--- config.mk ---
export PLATFORM = sky130hd
export DESIGN_NAME = lsu_align
export DESIGN_NICKNAME = d
export VERILOG_FILES = /design/src/rtl/lsu_pkg.sv /design/src/rtl/lsu_agen.sv /design/src/rtl/lsu_store_lane.sv /design/src/rtl/lsu_load_extract.sv /design/src/rtl/lsu_align.sv
export SDC_FILE = /design/constraint.sdc
export NUM_CORES = 1
export LEC_CHECK = 0
export BUFFER_PORTS_ARGS = -buffer_cell sky130_fd_sc_hd__buf_2
export CAP_MARGIN = 30
export CELL_PAD_IN_SITES_DETAIL_PLACEMENT = 0
export CELL_PAD_IN_SITES_GLOBAL_PLACEMENT = 2
export CORE_ASPECT_RATIO = 0.75
export CORE_MARGIN = 5
export CORE_UTILIZATION = 28
export DETAILED_ROUTE_END_ITERATION = 7
export PLACE_DENSITY = 0.88
export SETUP_SLACK_MARGIN = 0.15
export SLEW_MARGIN = 20
export SYNTH_ARGS = -nofsm -noshare
export SYNTH_HDL_FRONTEND = slang
export SYNTH_SLANG_ARGS = --single-unit
--- constraint.sdc ---
create_clock -name clk -period 3 [get_ports clk]
set_input_delay 0.45 -clock clk [delete_from_list [all_inputs] [get_ports clk]]
set_output_delay 0.45 -clock clk [all_outputs]
set_load 0.03 [all_outputs]
--- src/rtl/lsu_pkg.sv ---
package lsu_pkg;

    typedef enum logic [1:0] {
        SZ_BYTE = 2'b00,
        SZ_HALF = 2'b01,
        SZ_WORD = 2'b10,
        SZ_RSVD = 2'b11
    } size_e;

endpackage

--- src/rtl/lsu_agen.sv ---
module lsu_agen
    import lsu_pkg::*;
#(
    parameter int ADDR_W = 32,
    parameter int DISP_W = 16,
    parameter int OFF_W  = 2
) (
    input  logic [ADDR_W-1:0] base,
    input  logic [DISP_W-1:0] disp,
    input  size_e             size,
    output logic [ADDR_W-1:0] ea,
    output logic              misaligned
);
    localparam int EXT_W = ADDR_W - DISP_W;

    logic [OFF_W-1:0] off;

    always_comb begin
        ea  = base + {{EXT_W{disp[DISP_W-1]}}, disp};
        off = ea[OFF_W-1:0];
        case (size)
            SZ_BYTE: misaligned = 1'b0;
            SZ_HALF: misaligned = off[0];
            default: misaligned = (off != '0);
        endcase
    end
endmodule

--- src/rtl/lsu_store_lane.sv ---
module lsu_store_lane
    import lsu_pkg::*;
#(
    parameter int DATA_W = 32,
    parameter int LANES  = DATA_W / 8,
    parameter int OFF_W  = $clog2(LANES)
) (
    input  size_e             size,
    input  logic [OFF_W-1:0]  off,
    input  logic [DATA_W-1:0] wdata,
    output logic [LANES-1:0]  be,
    output logic [DATA_W-1:0] wdata_rep
);
    logic [DATA_W-1:0] rep_byte;
    logic [DATA_W-1:0] rep_half;

    for (genvar g = 0; g < LANES; g++) begin : g_rep_b
        assign rep_byte[g*8 +: 8] = wdata[7:0];
    end
    for (genvar g = 0; g < LANES / 2; g++) begin : g_rep_h
        assign rep_half[g*16 +: 16] = wdata[15:0];
    end

    always_comb begin
        for (int k = 0; k < LANES; k++) begin
            case (size)
                SZ_BYTE: be[LANES-1-k] = (int'(off) == k);
                SZ_HALF: be[LANES-1-k] = ((int'(off) >> 1) == (k >> 1));
                default: be[LANES-1-k] = 1'b1;
            endcase
        end
        case (size)
            SZ_BYTE: wdata_rep = rep_byte;
            SZ_HALF: wdata_rep = rep_half;
            default: wdata_rep = wdata;
        endcase
    end
endmodule

--- src/rtl/lsu_load_extract.sv ---
module lsu_load_extract
    import lsu_pkg::*;
#(
    parameter int DATA_W = 32,
    parameter int LANES  = DATA_W / 8,
    parameter int OFF_W  = $clog2(LANES)
) (
    input  size_e             size,
    input  logic [OFF_W-1:0]  off,
    input  logic              uns,
    input  logic [DATA_W-1:0] word,
    output logic [DATA_W-1:0] result
);
    logic [DATA_W-1:0] sh_b;
    logic [DATA_W-1:0] sh_h;
    logic [7:0]        fld_b;
    logic [15:0]       fld_h;
    int                off_b;
    int                off_h;

    always_comb begin
        off_b = int'(off);
        off_h = int'({off[OFF_W-1:1], 1'b0});
        sh_b  = word >> (8 * (LANES - 1 - off_b));
        sh_h  = word >> (8 * (LANES - 2 - off_h));
        fld_b = sh_b[7:0];
        fld_h = sh_h[15:0];
        case (size)
            SZ_BYTE: result = {{(DATA_W-8){fld_b[7] & ~uns}}, fld_b};
            SZ_HALF: result = {{(DATA_W-16){fld_h[15] & ~uns}}, fld_h};
            default: result = word;
        endcase
    end
endmodule

--- src/rtl/lsu_align.sv ---
module lsu_align
    import lsu_pkg::*;
#(
    parameter int ADDR_W = 32,
    parameter int DATA_W = 32,
    parameter int DISP_W = 16
) (
    input  logic                   clk,
    input  logic                   rst_n,
    input  logic                   req_valid,
    input  logic                   req_write,
    input  logic [1:0]             req_size,
    input  logic                   req_unsigned,
    input  logic [ADDR_W-1:0]      req_base,
    input  logic [DISP_W-1:0]      req_disp,
    input  logic [DATA_W-1:0]      req_wdata,
    output logic                   mem_valid,
    output logic                   mem_write,
    output logic [ADDR_W-1:0]      mem_addr,
    output logic [DATA_W/8-1:0]    mem_be,
    output logic [DATA_W-1:0]      mem_wdata,
    input  logic                   mem_rvalid,
    input  logic [DATA_W-1:0]      mem_rdata,
    output logic                   ld_valid,
    output logic [DATA_W-1:0]      ld_data,
    output logic                   addr_err
);
    localparam int LANES = DATA_W / 8;
    localparam int OFF_W = $clog2(LANES);

    typedef struct packed {
        logic              mem_valid;
        logic              mem_write;
        logic [ADDR_W-1:0] mem_addr;
        logic [LANES-1:0]  mem_be;
        logic [DATA_W-1:0] mem_wdata;
        logic              addr_err;
        logic [OFF_W-1:0]  pend_off;
        size_e             pend_size;
        logic              pend_uns;
        logic              ld_valid;
        logic [DATA_W-1:0] ld_data;
    } state_t;

    state_t st_d, st_q;

    size_e             size_in;
    logic [ADDR_W-1:0] ea;
    logic              misaligned;
    logic [LANES-1:0]  be_new;
    logic [DATA_W-1:0] wdata_new;
    logic [DATA_W-1:0] ld_ext;

    assign size_in = size_e'(req_size);

    lsu_agen #(.ADDR_W(ADDR_W), .DISP_W(DISP_W), .OFF_W(OFF_W)) agen_i (
        .base       (req_base),
        .disp       (req_disp),
        .size       (size_in),
        .ea         (ea),
        .misaligned (misaligned)
    );

    lsu_store_lane #(.DATA_W(DATA_W), .LANES(LANES), .OFF_W(OFF_W)) lane_i (
        .size      (size_in),
        .off       (ea[OFF_W-1:0]),
        .wdata     (req_wdata),
        .be        (be_new),
        .wdata_rep (wdata_new)
    );

    lsu_load_extract #(.DATA_W(DATA_W), .LANES(LANES), .OFF_W(OFF_W)) ext_i (
        .size   (st_q.pend_size),
        .off    (st_q.pend_off),
        .uns    (st_q.pend_uns),
        .word   (mem_rdata),
        .result (ld_ext)
    );

    always_comb begin
        st_d           = st_q;
        st_d.mem_valid = 1'b0;
        st_d.mem_write = 1'b0;
        st_d.addr_err  = 1'b0;
        st_d.ld_valid  = 1'b0;
        if (req_valid) begin
            if (misaligned) begin
                st_d.addr_err = 1'b1;
            end else begin
                st_d.mem_valid = 1'b1;
                st_d.mem_write = req_write;
                st_d.mem_addr  = ea;
                st_d.mem_be    = be_new;
                st_d.mem_wdata = wdata_new;
                if (!req_write) begin
                    st_d.pend_off  = ea[OFF_W-1:0];
                    st_d.pend_size = size_in;
                    st_d.pend_uns  = req_unsigned;
                end
            end
        end
        if (mem_rvalid) begin
            st_d.ld_valid = 1'b1;
            st_d.ld_data  = ld_ext;
        end
    end

    always_ff @(posedge clk) begin
        if (!rst_n) begin
            st_q <= '0;
        end else begin
            st_q <= st_d;
        end
    end

    assign mem_valid = st_q.mem_valid;
    assign mem_write = st_q.mem_write;
    assign mem_addr  = st_q.mem_addr;
    assign mem_be    = st_q.mem_be;
    assign mem_wdata = st_q.mem_wdata;
    assign ld_valid  = st_q.ld_valid;
    assign ld_data   = st_q.ld_data;
    assign addr_err  = st_q.addr_err;
endmodule

-- Word-level counts from Yosys, hierarchy flattened
Index checks and enable logic that the tools add are counted.
Widths: inputs -> output; s select.
- logic and storage cells: 47
- register bits: 109
- input port bits: 120
- equal/unequal tests: 5
- reductions and logical operators: 9
- shift-type cells: 2
- bitwise operators: 7
- mux-type cells: 10
- $add $sub $neg: 3
- operator list (operator ; count):
    $pmux 32 s2 ; 2
    $mux 70 ; 1
    $mux 33 ; 1
    $add 32x32->32 ; 1
    $logic_not 32->1 ; 1
    $shr 32x32->16 ; 1
    $shr 32x32->8 ; 1
    $pmux 1 s2 ; 5
    $eq 2x1->1 const B ; 3
    $logic_not 2->1 ; 3
    $sub 2x2->3 const A ; 2
    $not 1->1 ; 5
    $eq 2x2->1 const B ; 2
    $reduce_and 2->1 ; 2
    $reduce_and 3->1 ; 1
    $reduce_or 3->1 ; 1
    $and 1x1->1 ; 2
    $reduce_bool 2->1 ; 1
    $mux 1 ; 1

-- Logic depth before layout (Yosys ltp)
Gate-level depths: netlist of run 1.
- word-level depth: 5
- mapped depth: 12

-- Modules after synthesis
Synthesis of run 1 repeated with hierarchy kept, for this count alone.
- cell total of the unflattened synthesis: 940
- area total of the unflattened synthesis: 7876.3 sq um
- by module, submodules not included (module ; instances ; sequential area each (sq um) ; cells each ; area an instance (sq um)):
    lsu_align ; 1 ; 2182.1 ; 531 ; 4769.6
    lsu_agen ; 1 ; 0.0 ; 244 ; 1756.7
    lsu_load_extract ; 1 ; 0.0 ; 105 ; 818.3
    lsu_store_lane ; 1 ; 0.0 ; 60 ; 531.8

-- Least setup slack after synthesis of run 1
No wires, ideal clock.
- path kind: input -> register
- start point: input req_base[0]
- end point: register st_q (netlist bit mem_addr[25])
- setup time: 62 ps
- data arrival time: 2577 ps
- path buffers: 1
- path slack: 361 ps
- data required time: 2938 ps
- stages on the path: 11
- cells stage by stage: ha_1 inv_1 fa_1 buf_2 nand2b_1 nor2b_1 nor2_1 nor2b_1 nand2_1 or4_1 nand3_1
- cells in the longest elaborated chain, start to end: 5
- RTL lines (what ; line ; text):
    start, declared ; lsu_align.sv:14 ; input logic [ADDR_W-1:0] req_base,
    $add 32x32->32 (*) ; lsu_agen.sv:19 ; ea = base + {{EXT_W{disp[DISP_W-1]}}, disp};
    $reduce_bool 2->1 ; lsu_agen.sv:24 ; default: misaligned = (off != '0);
    $pmux 1 s2 ; lsu_agen.sv:21 ; case (size)
    $not 1->1 (no line) ; n/a ;
    $reduce_and 2->1 (no line) ; n/a ;
    end signal, assigned ; lsu_align.sv:112 ; st_q <= st_d;
    end, declared ; lsu_align.sv:45 ; state_t st_d, st_q;
Every way passes the cells marked *; elsewhere a longest branch is shown, timed or not.
A chain may end at the register's enable or synchronous reset.

-- Worst setup path in the final report of run 1
- start point: input req_base[0]
- end point: register st_q (netlist bit mem_addr[30])
The elaborated chain is that of the path after synthesis.

==> results of run 1 <==
==> routing by layer <==
metal	wire [µm]	GRT usage
met5	0	0
met4	178	0.0292
met3	1490	0.0412
met2	9140	0.249
met1	10500	0.238
==> power groups by stage <==
| stage | clock network (µW) | logic, µW | registers [µW] |
|---|---|---|---|
| 6_report | 1240 | 1330 | 1640 |
| 5_1_grt | 1340 | 1470 | 1650 |
| 4_1_cts | 1290 | 1340 | 1640 |
| 3_5_place_dp | 0 | 1340 | 1670 |
| 3_3_place_gp | 0 | 1340 | 1670 |
| 2_1_floorplan | 0 | 644 | 1910 |
==> final cells by class <==
class | instances | area (µm²) | share of cell area
Clock buffer | 10 | 239 | 0.0299
Clock inverter | 6 | 62.6 | 0.00784
Inverter | 14 | 52.6 | 0.00658
Multi-Input combinational cell | 607 | 3790 | 0.475
Sequential cell | 109 | 2180 | 0.273
Tap cell | 294 | 368 | 0.0461
Timing Repair Buffer | 244 | 1290 | 0.161
==> sequential cells by signal, indices dropped and copies added (netlist names) <==
register,flops
mem_valid,1
st_q,5
ld_data,32
ld_valid,1
mem_wdata,32
mem_be,4
mem_addr,32
addr_err,1
mem_write,1
==> worst reg2reg max path, cell delays in order, from the launching register on <==
cell,delay (ns)
dfxtp_1,0.30
buf_4,0.19
mux2_2,0.29
o21ai_1,0.08
nor4_2,0.68
a21oi_1,0.08
o211ai_1,0.30
o21ai_0,0.14
nor2_1,0.10
==> worst paths after layout <==
kind	startpoint	endpoint	slack [ns]	depth (start not counted)
min	req_unsigned	st_q[33]	0.33	3
max	req_base[0]	mem_addr[30]	0.54	12
min reg2reg	mem_addr[30]	mem_addr[30]	0.44	2
max reg2reg	st_q[37]	ld_data[8]	0.78	8
==> cell families after synthesis <==
logic type               count (synthesis)  share of synthesized area
adder cells (fa/ha/maj)                 32                     0.0658
buffers and inverters                   62                     0.0394
multiplexers                            33                     0.0676
AO/OA/AOI/OAI                          263                      0.263
flip-flops                             109                      0.352
AND/OR/NAND/NOR                        250                      0.171
XOR/XNOR                                29                     0.0410
==> layout by cell type (no fill, tap or decap), drive strengths merged, types with 8 or more instances in the layout <==
cell type	n
buf	244
nand2	121
dfxtp	109
a21oi	100
nor2	85
o21ai	70
ha	31
mux2i	25
a211oi	20
xnor2	19
inv	18
a21o	13
nand3	11
o211ai	11
xor2	10
clkbuf	10
a31oi	9
a311oi	8
==> through the flow <==
step	std cells	instance area [µm²]	power (µW)	setup WS (ns)	hold slack, ns
3_5_place_dp	1268	7680	3010	0.189	0.435
4_1_cts	1284	7980	4270	0.561	0.310
2_1_floorplan	778	6200	2560	0.361	0.478
6_report	1284	7980	4210	0.540	0.328
3_3_place_gp	1268	7680	3010	0.194	0.435
5_1_grt	1284	7980	4460	0.351	0.321
==> flow_metrics.py, run 1 <==
metrics = {
    "run_status": {
        "outcome": "finished, final reports clean",
    },
    "global_route": {
        "grt_pass1_vias": 6136,
        "antenna_found_initial": 0,
        "grt_max_degree": 63,
        "grt_pass1_wl_um": 33900,
        "grt_usage": 0.164,
        "overflow": 0,
    },
    "power_and_ir_drop": {
        "p_comb_frac": 0.317,
        "p_switching_uw": 1540,
        "pwr-share-clk": 0.294,
        "switching_share": 0.366,
        "vdd_drop_max_mv": 0.257,
        "power_density_nw_per_um2": 527,
        "cellLeakagePower_uw": 0.00358,
        "p_int_uw": 2660,
        "seqPwrFrac": 0.389,
    },
    "layout": {
        "fin_nets": 1137,
        "fillers": 2380,
        "diodes": 0,
        "area_growth_pct": 28.8,
        "layout-drive-gt1-share": 0.290,
        "fin_util": 0.364,
    },
    "critical_path": {
        "critPathBufInv": 3,
        "worst_ep_required_time_ns": 3.25,
        "critPathMaxFanout": 5,
        "path_class": "input pin to register",
        "cpMostUsedCell": "inv_1",
        "cpLargestDelayFamily": "compound AO/OA/AOI/OAI gates",
        "cp-start-kind": "input pin",
        "path_cells": "buf_2 -> ha_1 -> inv_1 -> fa_1 -> inv_1 -> a21oi_1 -> o21ai_2 -> a31oi_2 -> o221a_4 -> o41ai_2 -> xnor2_1 -> o21ai_1",
        "slowest_stage": "fa_1",
        "max_stage_delay_ns": 0.39,
        "crit_arrival_ns": 2.71,
        "end_kind": "register",
    },
    "clocking": {
        "post_cts_buffers": 0,
        "cts-hold-fix-buffers": 0,
        "clock-sinks": 109,
        "clock_latency_ns": 0.35,
        "htree_levels": 3,
        "clockBufferDepth": 2,
        "cts-root-buf": "clkbuf_16",
        "cts_tree": "built",
        "clk_pin_slew_worst_paths_ns": 0.08,
        "cts_resized": 0,
        "numCtsBuffers": 9,
    },
    "logic_synthesis": {
        "syn_avg_cell_area_um2": 7.97,
        "yosysSeqAreaShare": 0.352,
        "synth_seq_cells": 109,
        "synth_ff_type": "dfxtp_1",
        "netlist_instances": 778,
        "syn-num-nets": 930,
        "synth_top_cells_by_count": "121 x nand2_1, 109 x dfxtp_1, 100 x a21oi_1",
        "synth_most_common_cell": "nand2_1",
        "synth_area_leaders": "dfxtp_1 35%, a21oi_1 8.1%, nand2_1 7.3%",
        "ys_warn_count": 0,
        "synth_edf_count": 0,
        "synth_top_area_share": 0.352,
        "netlist_area_um2": 6200,
        "synth.distinct_cells": 60,
        "yosys.area.top_type": "dfxtp_1",
        "async_flop_share": 0,
    },
    "timing": {
        "fmax_mhz": 407,
        "setup_viol": 0,
        "fin_crit_sh": 0.820,
        "period_minus_slack_ns": 2.46,
        "slew_headroom": 0.392,
        "hold_viol_final": 0,
        "rsz0062_at_grt": "no",
        "tns_ns": 0,
        "tightest_slew_ns": 0.905,
        "skew_ns": 0.0101,
        "drv_slew": 0,
    },
    "routing": {
        "wl_per_cell_um": 16.6,
        "drtIter0Drc": 374,
        "num_vias": 6287,
        "ant_nets": 0,
        "drcViolationCount": 0,
        "drtPass1Iterations": 5,
        "drt_wl_total_um": 21300,
        "via_per_inst": 4.90,
    },
    "die": {
        "initial_core_util": 0.283,
        "die_w_um": 182,
        "rows": 47,
        "die_height_um": 139,
        "boundaryPins": 224,
        "dieArea_um2": 25200,
        "core_um2": 21900,
    },
    "run": {
        "max-cap-violations": 0,
    },
    "worst_hold_path": {
        "min_path_type": "input pin to register",
    },
    "place": {
        "gp_congestion": 0.827,
        "port_buffers": 223,
        "hpwl_um": 16300,
    },
}
Note: power is estimated with default switching activity, not from simulation.
==> run 2, diff against run 1 <==
ABC_AREA = 1   (was default)
CORE_UTILIZATION = 26   (was 28)
PLACE_DENSITY = 0.87   (was 0.88)
clock period = 2.4 ns   (was 3 ns; I/O delays follow)
==> run 2 against run 1 <==
Against the previous run: clock skew fell by 0.0026 ns; area after synthesis rose by 14%; synthesized cell count rose by 48%; via count rose by 24%; global-route usage rose by 0.57 points; highest routed layer unchanged; register-to-register slack got worse by 0.10 ns; sequential power rose by 28%; count of clock-buffer cells in the layout rose by 1; sequential share of layout area fell by 2.9 points.
==> flow_metrics.py, run 2 <==
metrics = {
    "clocking": {
        "clock_latency_ns": 0.36,
        "clk_pin_slew_worst_paths_ns": 0.08,
        "numCtsBuffers": 9,
        "htree_levels": 3,
        "clock-sinks": 109,
        "cts-hold-fix-buffers": 0,
        "cts_resized": 0,
        "cts-root-buf": "clkbuf_16",
        "post_cts_buffers": 0,
        "clockBufferDepth": 2,
        "cts_tree": "built",
    },
    "die": {
        "core_um2": 26900,
        "die_height_um": 153,
        "boundaryPins": 224,
        "die_w_um": 200,
        "dieArea_um2": 30600,
        "rows": 52,
        "initial_core_util": 0.263,
    },
    "timing": {
        "fin_crit_sh": 0.831,
        "tns_ns": 0,
        "rsz0062_at_grt": "no",
        "tightest_slew_ns": 0.632,
        "drv_slew": 0,
        "period_minus_slack_ns": 1.99,
        "fmax_mhz": 502,
        "slew_headroom": 0.579,
        "hold_viol_final": 0,
        "setup_viol": 0,
        "skew_ns": 0.00754,
    },
    "run_status": {
        "outcome": "finished, final reports clean",
    },
    "routing": {
        "wl_per_cell_um": 15.6,
        "num_vias": 7805,
        "drt_wl_total_um": 26800,
        "drcViolationCount": 0,
        "ant_nets": 0,
        "drtIter0Drc": 433,
        "drtPass1Iterations": 6,
        "via_per_inst": 4.54,
    },
    "critical_path": {
        "critPathBufInv": 4,
        "crit_arrival_ns": 2.28,
        "max_stage_delay_ns": 0.61,
        "ff2ff_setup_slack_ns": 0.68,
        "cpLargestDelayFamily": "adder cells",
        "slowest_stage": "fa_1",
        "path_cells": "buf_2 -> ha_1 -> inv_1 -> fa_1 -> o21ai_1 -> o21ai_2 -> nand2_4 -> inv_2 -> buf_12 -> o21ai_0 -> a41oi_1",
        "path_class": "input pin to register",
        "worst_ep_required_time_ns": 2.69,
        "cp-start-kind": "input pin",
        "end_kind": "register",
        "critPathMaxFanout": 40,
    },
    "power_and_ir_drop": {
        "p_int_uw": 3390,
        "power_density_nw_per_um2": 623,
        "power.total_uw": 5560,
        "cellLeakagePower_uw": 0.00509,
        "pwr-share-clk": 0.281,
        "seqPwrFrac": 0.377,
        "switching_share": 0.391,
        "vdd_drop_max_mv": 0.393,
        "p_comb_frac": 0.342,
        "p_switching_uw": 2180,
    },
    "global_route": {
        "grt_pass1_vias": 7241,
        "grt_usage": 0.170,
        "grt_max_degree": 86,
        "globalRouteMet3Util": 0.0445,
        "use_met2": 0.242,
        "grt_pass1_wl_um": 41700,
        "use_met1": 0.258,
        "antenna_found_initial": 1,
        "overflow": 0,
        "grt.busiest_layer": "met1",
    },
    "logic_synthesis": {
        "netlist_instances": 1150,
        "synth_mux_area_frac": 0,
        "synth_compound_area_frac": 0.198,
        "synth_top_family_by_area": "simple AND/OR/NAND/NOR gates",
        "synth_most_common_cell": "nand2_1",
        "synth_xor_area_frac": 0.0161,
        "ys_warn_count": 0,
        "syn-num-nets": 1302,
        "yosysSeqAreaShare": 0.309,
        "synth_edf_count": 0,
        "synth_adder_area_share": 0.0578,
        "synth_top_cells_by_count": "335 x nand2_1, 197 x inv_1, 111 x nor2_1",
        "yosys.area.top_type": "dfxtp_1",
        "synthSimpleGateAreaFrac": 0.284,
        "synth_ff_type": "dfxtp_1",
        "async_flop_share": 0,
        "synth_seq_cells": 109,
        "syn_avg_cell_area_um2": 6.13,
        "synth_area_leaders": "dfxtp_1 31%, nand2_1 18%, inv_1 10%",
        "synth.distinct_cells": 39,
        "netlist_area_um2": 7050,
        "synth_top_area_share": 0.309,
    },
    "place": {
        "gp_congestion": 0.870,
        "port_buffers": 223,
        "hpwl_um": 21500,
        "dp_cells": 1704,
        "place_area_um2": 8620,
    },
    "layout": {
        "fin_util": 0.332,
        "final_area_um2": 8930,
        "final_cell_mix": "335 x nand2_1, 223 x buf_2, 197 x inv_1, 111 x nor2_1, 109 x dfxtp_1",
        "area_growth_pct": 26.6,
        "fin_cells": 1721,
        "fin_nets": 1516,
        "layout-drive-gt1-share": 0.197,
        "final_common_cell": "nand2_1",
    },
    "worst_hold_path": {
        "min_path_type": "input pin to register",
    },
    "run": {
        "max-cap-violations": 0,
    },
}
==> run 2: cell count changes in the layout (fill, tap and decap cells not counted), sizes merged, moves of 12 or more <==
cell | previous run | this run
a211oi | 20 | 2
a21o | 13 | 1
inv | 18 | 202
mux2i | 25 | 0
nand2 | 121 | 337
nand3 | 11 | 51
nor2 | 85 | 111
o21ai | 70 | 108
==> run 2: layout make-up <==
cell class              instances  area (µm²)
diodes                          1        2.50
clock buffers                  11         253
clock inverters                 5        50.0
fillers                      3014       17900
inverters                     200         751
multi-input cells             799        3920
flip-flops and latches        109        2180
well taps                     351         439
repair buffers                245        1330
==> run 2: metal layers <==
metal / vias up / wire, µm
met1: 3482 / 14000
met3: 14 / 1830
met4: 0 / 306
li1: 4063 / -
met2: 246 / 10700
met5: - / 0
==> run 2: path summary, 6_finish.rpt <==
| check | from | end | cells after the start |
|---|---|---|---|
| worst max-delay path | req_base[0] | mem_wdata[31] | 11 |
| worst min-delay path | req_wdata[21] | mem_wdata[21] | 3 |
| worst max register to register | st_q[37] | ld_data[20] | 5 |
| worst min register to register | mem_be[3] | mem_be[3] | 2 |
==> run 2: worst register-to-register path: cells and delay by family (launching register included) <==
kind | cells | cell delay [ns]
AOI/OAI and AO/OA | 3 | 1.07
and+or+nand+nor | 1 | 0.18
DFF | 1 | 0.34
buffers and inverters | 1 | 0.07
==> run 2: power by group through the flow <==
stage          logic (µW)  clock network, µW  registers [µW]
2_1_floorplan         907                  0            2460
3_3_place_gp         1910                  0            2140
3_5_place_dp         1910                  0            2140
4_1_cts              1920               1620            2100
5_1_grt              2120               1670            2120
6_report             1900               1560            2100
==> run 2: logic make-up (layout without fill, tap and decap cells) <==
group,after synthesis,after routing
buf+inv,242,461
other cells,0,1
simple gates,508,508
compound gates,246,246
xor+xnor,13,13
fa+ha+maj,32,32
flops,109,109
==> run 2: metrics by stage <==
step           setup WS, ns  hold slack, ns
2_1_floorplan         0.404           0.470
3_3_place_gp         0.0668           0.457
3_5_place_dp         0.0508           0.457
4_1_cts               0.426           0.222
5_1_grt               0.259           0.238
6_report              0.406           0.236
==> run 3, diff against run 2 <==
ABC_AREA = 0   (was 1)
CORE_UTILIZATION = 28   (was 26)
PLACE_DENSITY = 0.88   (was 0.87)
clock period = 1.9 ns   (was 2.4 ns; I/O delays follow)
==> run 3 against run 2 <==
Against the previous run: the run now ends with negative setup slack left; critical path depth down 1; sequential share of layout area down 3.1 points; clock power up 37%; register-to-register slack worse by 0.52 ns; worst setup slack worse by 0.48 ns; global-route usage up 0.80 points; flip-flop and latch count unchanged; sequential power up 24%; clock skew down 0.0048 ns; power up 39%; routed wire length down 12%; largest cell class unchanged; largest power group is now combinational logic.
==> flow_metrics.py, run 3 (synthesis results as in run 1) <==
metrics = {
    "power_and_ir_drop": {
        "power_density_nw_per_um2": 752,
        "p_switching_uw": 2690,
        "power.total_uw": 7710,
        "cellLeakagePower_uw": 0.00455,
        "vdd_drop_max_mv": 0.394,
        "pwr-share-clk": 0.278,
        "seqPwrFrac": 0.338,
        "switching_share": 0.348,
        "p_int_uw": 5020,
        "p_comb_frac": 0.384,
    },
    "critical_path": {
        "crit_arrival_ns": 2.21,
        "critPathMaxFanout": 9,
        "end_kind": "register",
        "worst_ep_required_time_ns": 2.14,
        "path_class": "input pin to register",
        "cp-start-kind": "input pin",
    },
    "timing": {
        "finalWorstSetupSlack_ns": -0.0722,
        "fmax_mhz": 507,
        "period_minus_slack_ns": 1.97,
        "slew_headroom": 0.716,
        "rsz0062_at_grt": "yes",
        "hold_viol_final": 0,
        "setup_viol": 19,
        "skew_ns": 0.00271,
        "tightest_slew_ns": 0.424,
        "drv_slew": 0,
        "fin_crit_sh": 1.04,
    },
    "die": {
        "die_height_um": 139,
        "die_w_um": 182,
        "dieArea_um2": 25200,
        "core_um2": 21900,
        "initial_core_util": 0.283,
        "boundaryPins": 224,
        "rows": 47,
    },
    "routing": {
        "drtPass1Iterations": 5,
        "drt_wl_total_um": 23700,
        "via_per_inst": 4.84,
        "drtIter0Drc": 352,
        "ant_nets": 0,
        "drcViolationCount": 0,
        "num_vias": 6913,
        "wl_per_cell_um": 16.6,
    },
    "run_status": {
        "outcome": "finished with violations",
        "failed_checks": "negative setup slack",
    },
    "global_route": {
        "overflow": 0,
        "grt_max_degree": 32,
        "grt_pass1_vias": 6696,
        "grt_usage": 0.178,
        "antenna_found_initial": 3,
        "grt_pass1_wl_um": 36600,
    },
    "clocking": {
        "clock-sinks": 109,
        "cts_tree": "built",
        "cts-root-buf": "clkbuf_16",
        "cts-hold-fix-buffers": 0,
        "clockBufferDepth": 2,
        "clock_latency_ns": 0.35,
        "numCtsBuffers": 9,
        "htree_levels": 3,
        "clk_pin_slew_worst_paths_ns": 0.08,
    },
    "layout": {
        "fin_nets": 1279,
        "final_common_cell": "buf_2",
        "fin_util": 0.467,
        "layout-drive-gt1-share": 0.484,
        "area_growth_pct": 65.3,
        "final_cell_mix": "217 x buf_2, 130 x buf_4, 111 x nand2_1, 108 x dfxtp_1, 72 x nor2_1",
    },
    "worst_hold_path": {
        "min_path_type": "input pin to register",
    },
    "run": {
        "max-cap-violations": 0,
    },
    "place": {
        "hpwl_um": 18000,
        "gp_congestion": 0.924,
        "port_buffers": 223,
    },
}
-- run 3: area by class of cell --
| type | instances | area, µm² |
|---|---|---|
| clock inverter | 6 | 93.8 |
| clock buffer | 10 | 239 |
| fill | 2141 | 11700 |
| multi-input combinational | 607 | 4610 |
| sequential | 109 | 2180 |
| inverter | 14 | 55.1 |
| antenna | 2 | 5.00 |
| timing repair buffer | 386 | 2690 |
| tap | 294 | 368 |
-- run 3: final timing paths --
check                             startpoint           end  slack (ns)  cells past startpoint
worst max-delay path            req_disp[15]  mem_addr[29]       -0.07                     10
worst min-delay path            req_unsigned      st_q[33]        0.18                      3
worst max register to register      st_q[37]   ld_data[11]        0.16                     10
worst min register to register  mem_addr[26]  mem_addr[26]        0.45                      2
-- run 3: what timing repair did --
action	in CTS	in global routing
setup endpoints to repair	66	95
pin swaps	52	43
setup buffers	12	9
gates cloned	5	3
resized for setup	84	96
-- run 3: power groups by stage --
stage	clock (µW)	combinational, µW	sequential (µW)
finish	2140	2960	2610
global route	2310	3190	2630
CTS	2210	2770	2600
detailed placement	0	2510	2650
global placement	0	2500	2650
floorplan	0	1140	3020
-- run 3: stage by stage --
| step | setup TNS [ns] | hold WS, ns | worst slack, ns | cells | area, µm² |
|---|---|---|---|---|---|
| 2_1_floorplan | -10.60 | 0.407 | -0.283 | 778 | 6530 |
| 3_3_place_gp | -25.51 | 0.434 | -0.521 | 1381 | 8810 |
| 3_5_place_dp | -26.85 | 0.440 | -0.572 | 1381 | 8810 |
| 4_1_cts | -0.625 | 0.163 | -0.0544 | 1414 | 9750 |
| 5_1_grt | -3.61 | 0.165 | -0.171 | 1428 | 10200 |
| 6_report | -0.425 | 0.180 | -0.0722 | 1428 | 10200 |
-- run 3: critical path, stage by stage --
cell and delay [ns]:
buf_12 0.13, ha_4 0.29, and3_4 0.18, nand3_2 0.07
or3b_1 0.38, o211ai_1 0.15, a31oi_4 0.09, or3_1 0.43
nand4_1 0.09, o211ai_1 0.08
-- run 3: per-layer routing --
metal	share of wire	track usage
met2	0.44	0.270
met3	0.064	0.0391
met5	0.00030	0
met1	0.49	0.257
met4	0.015	0.0399
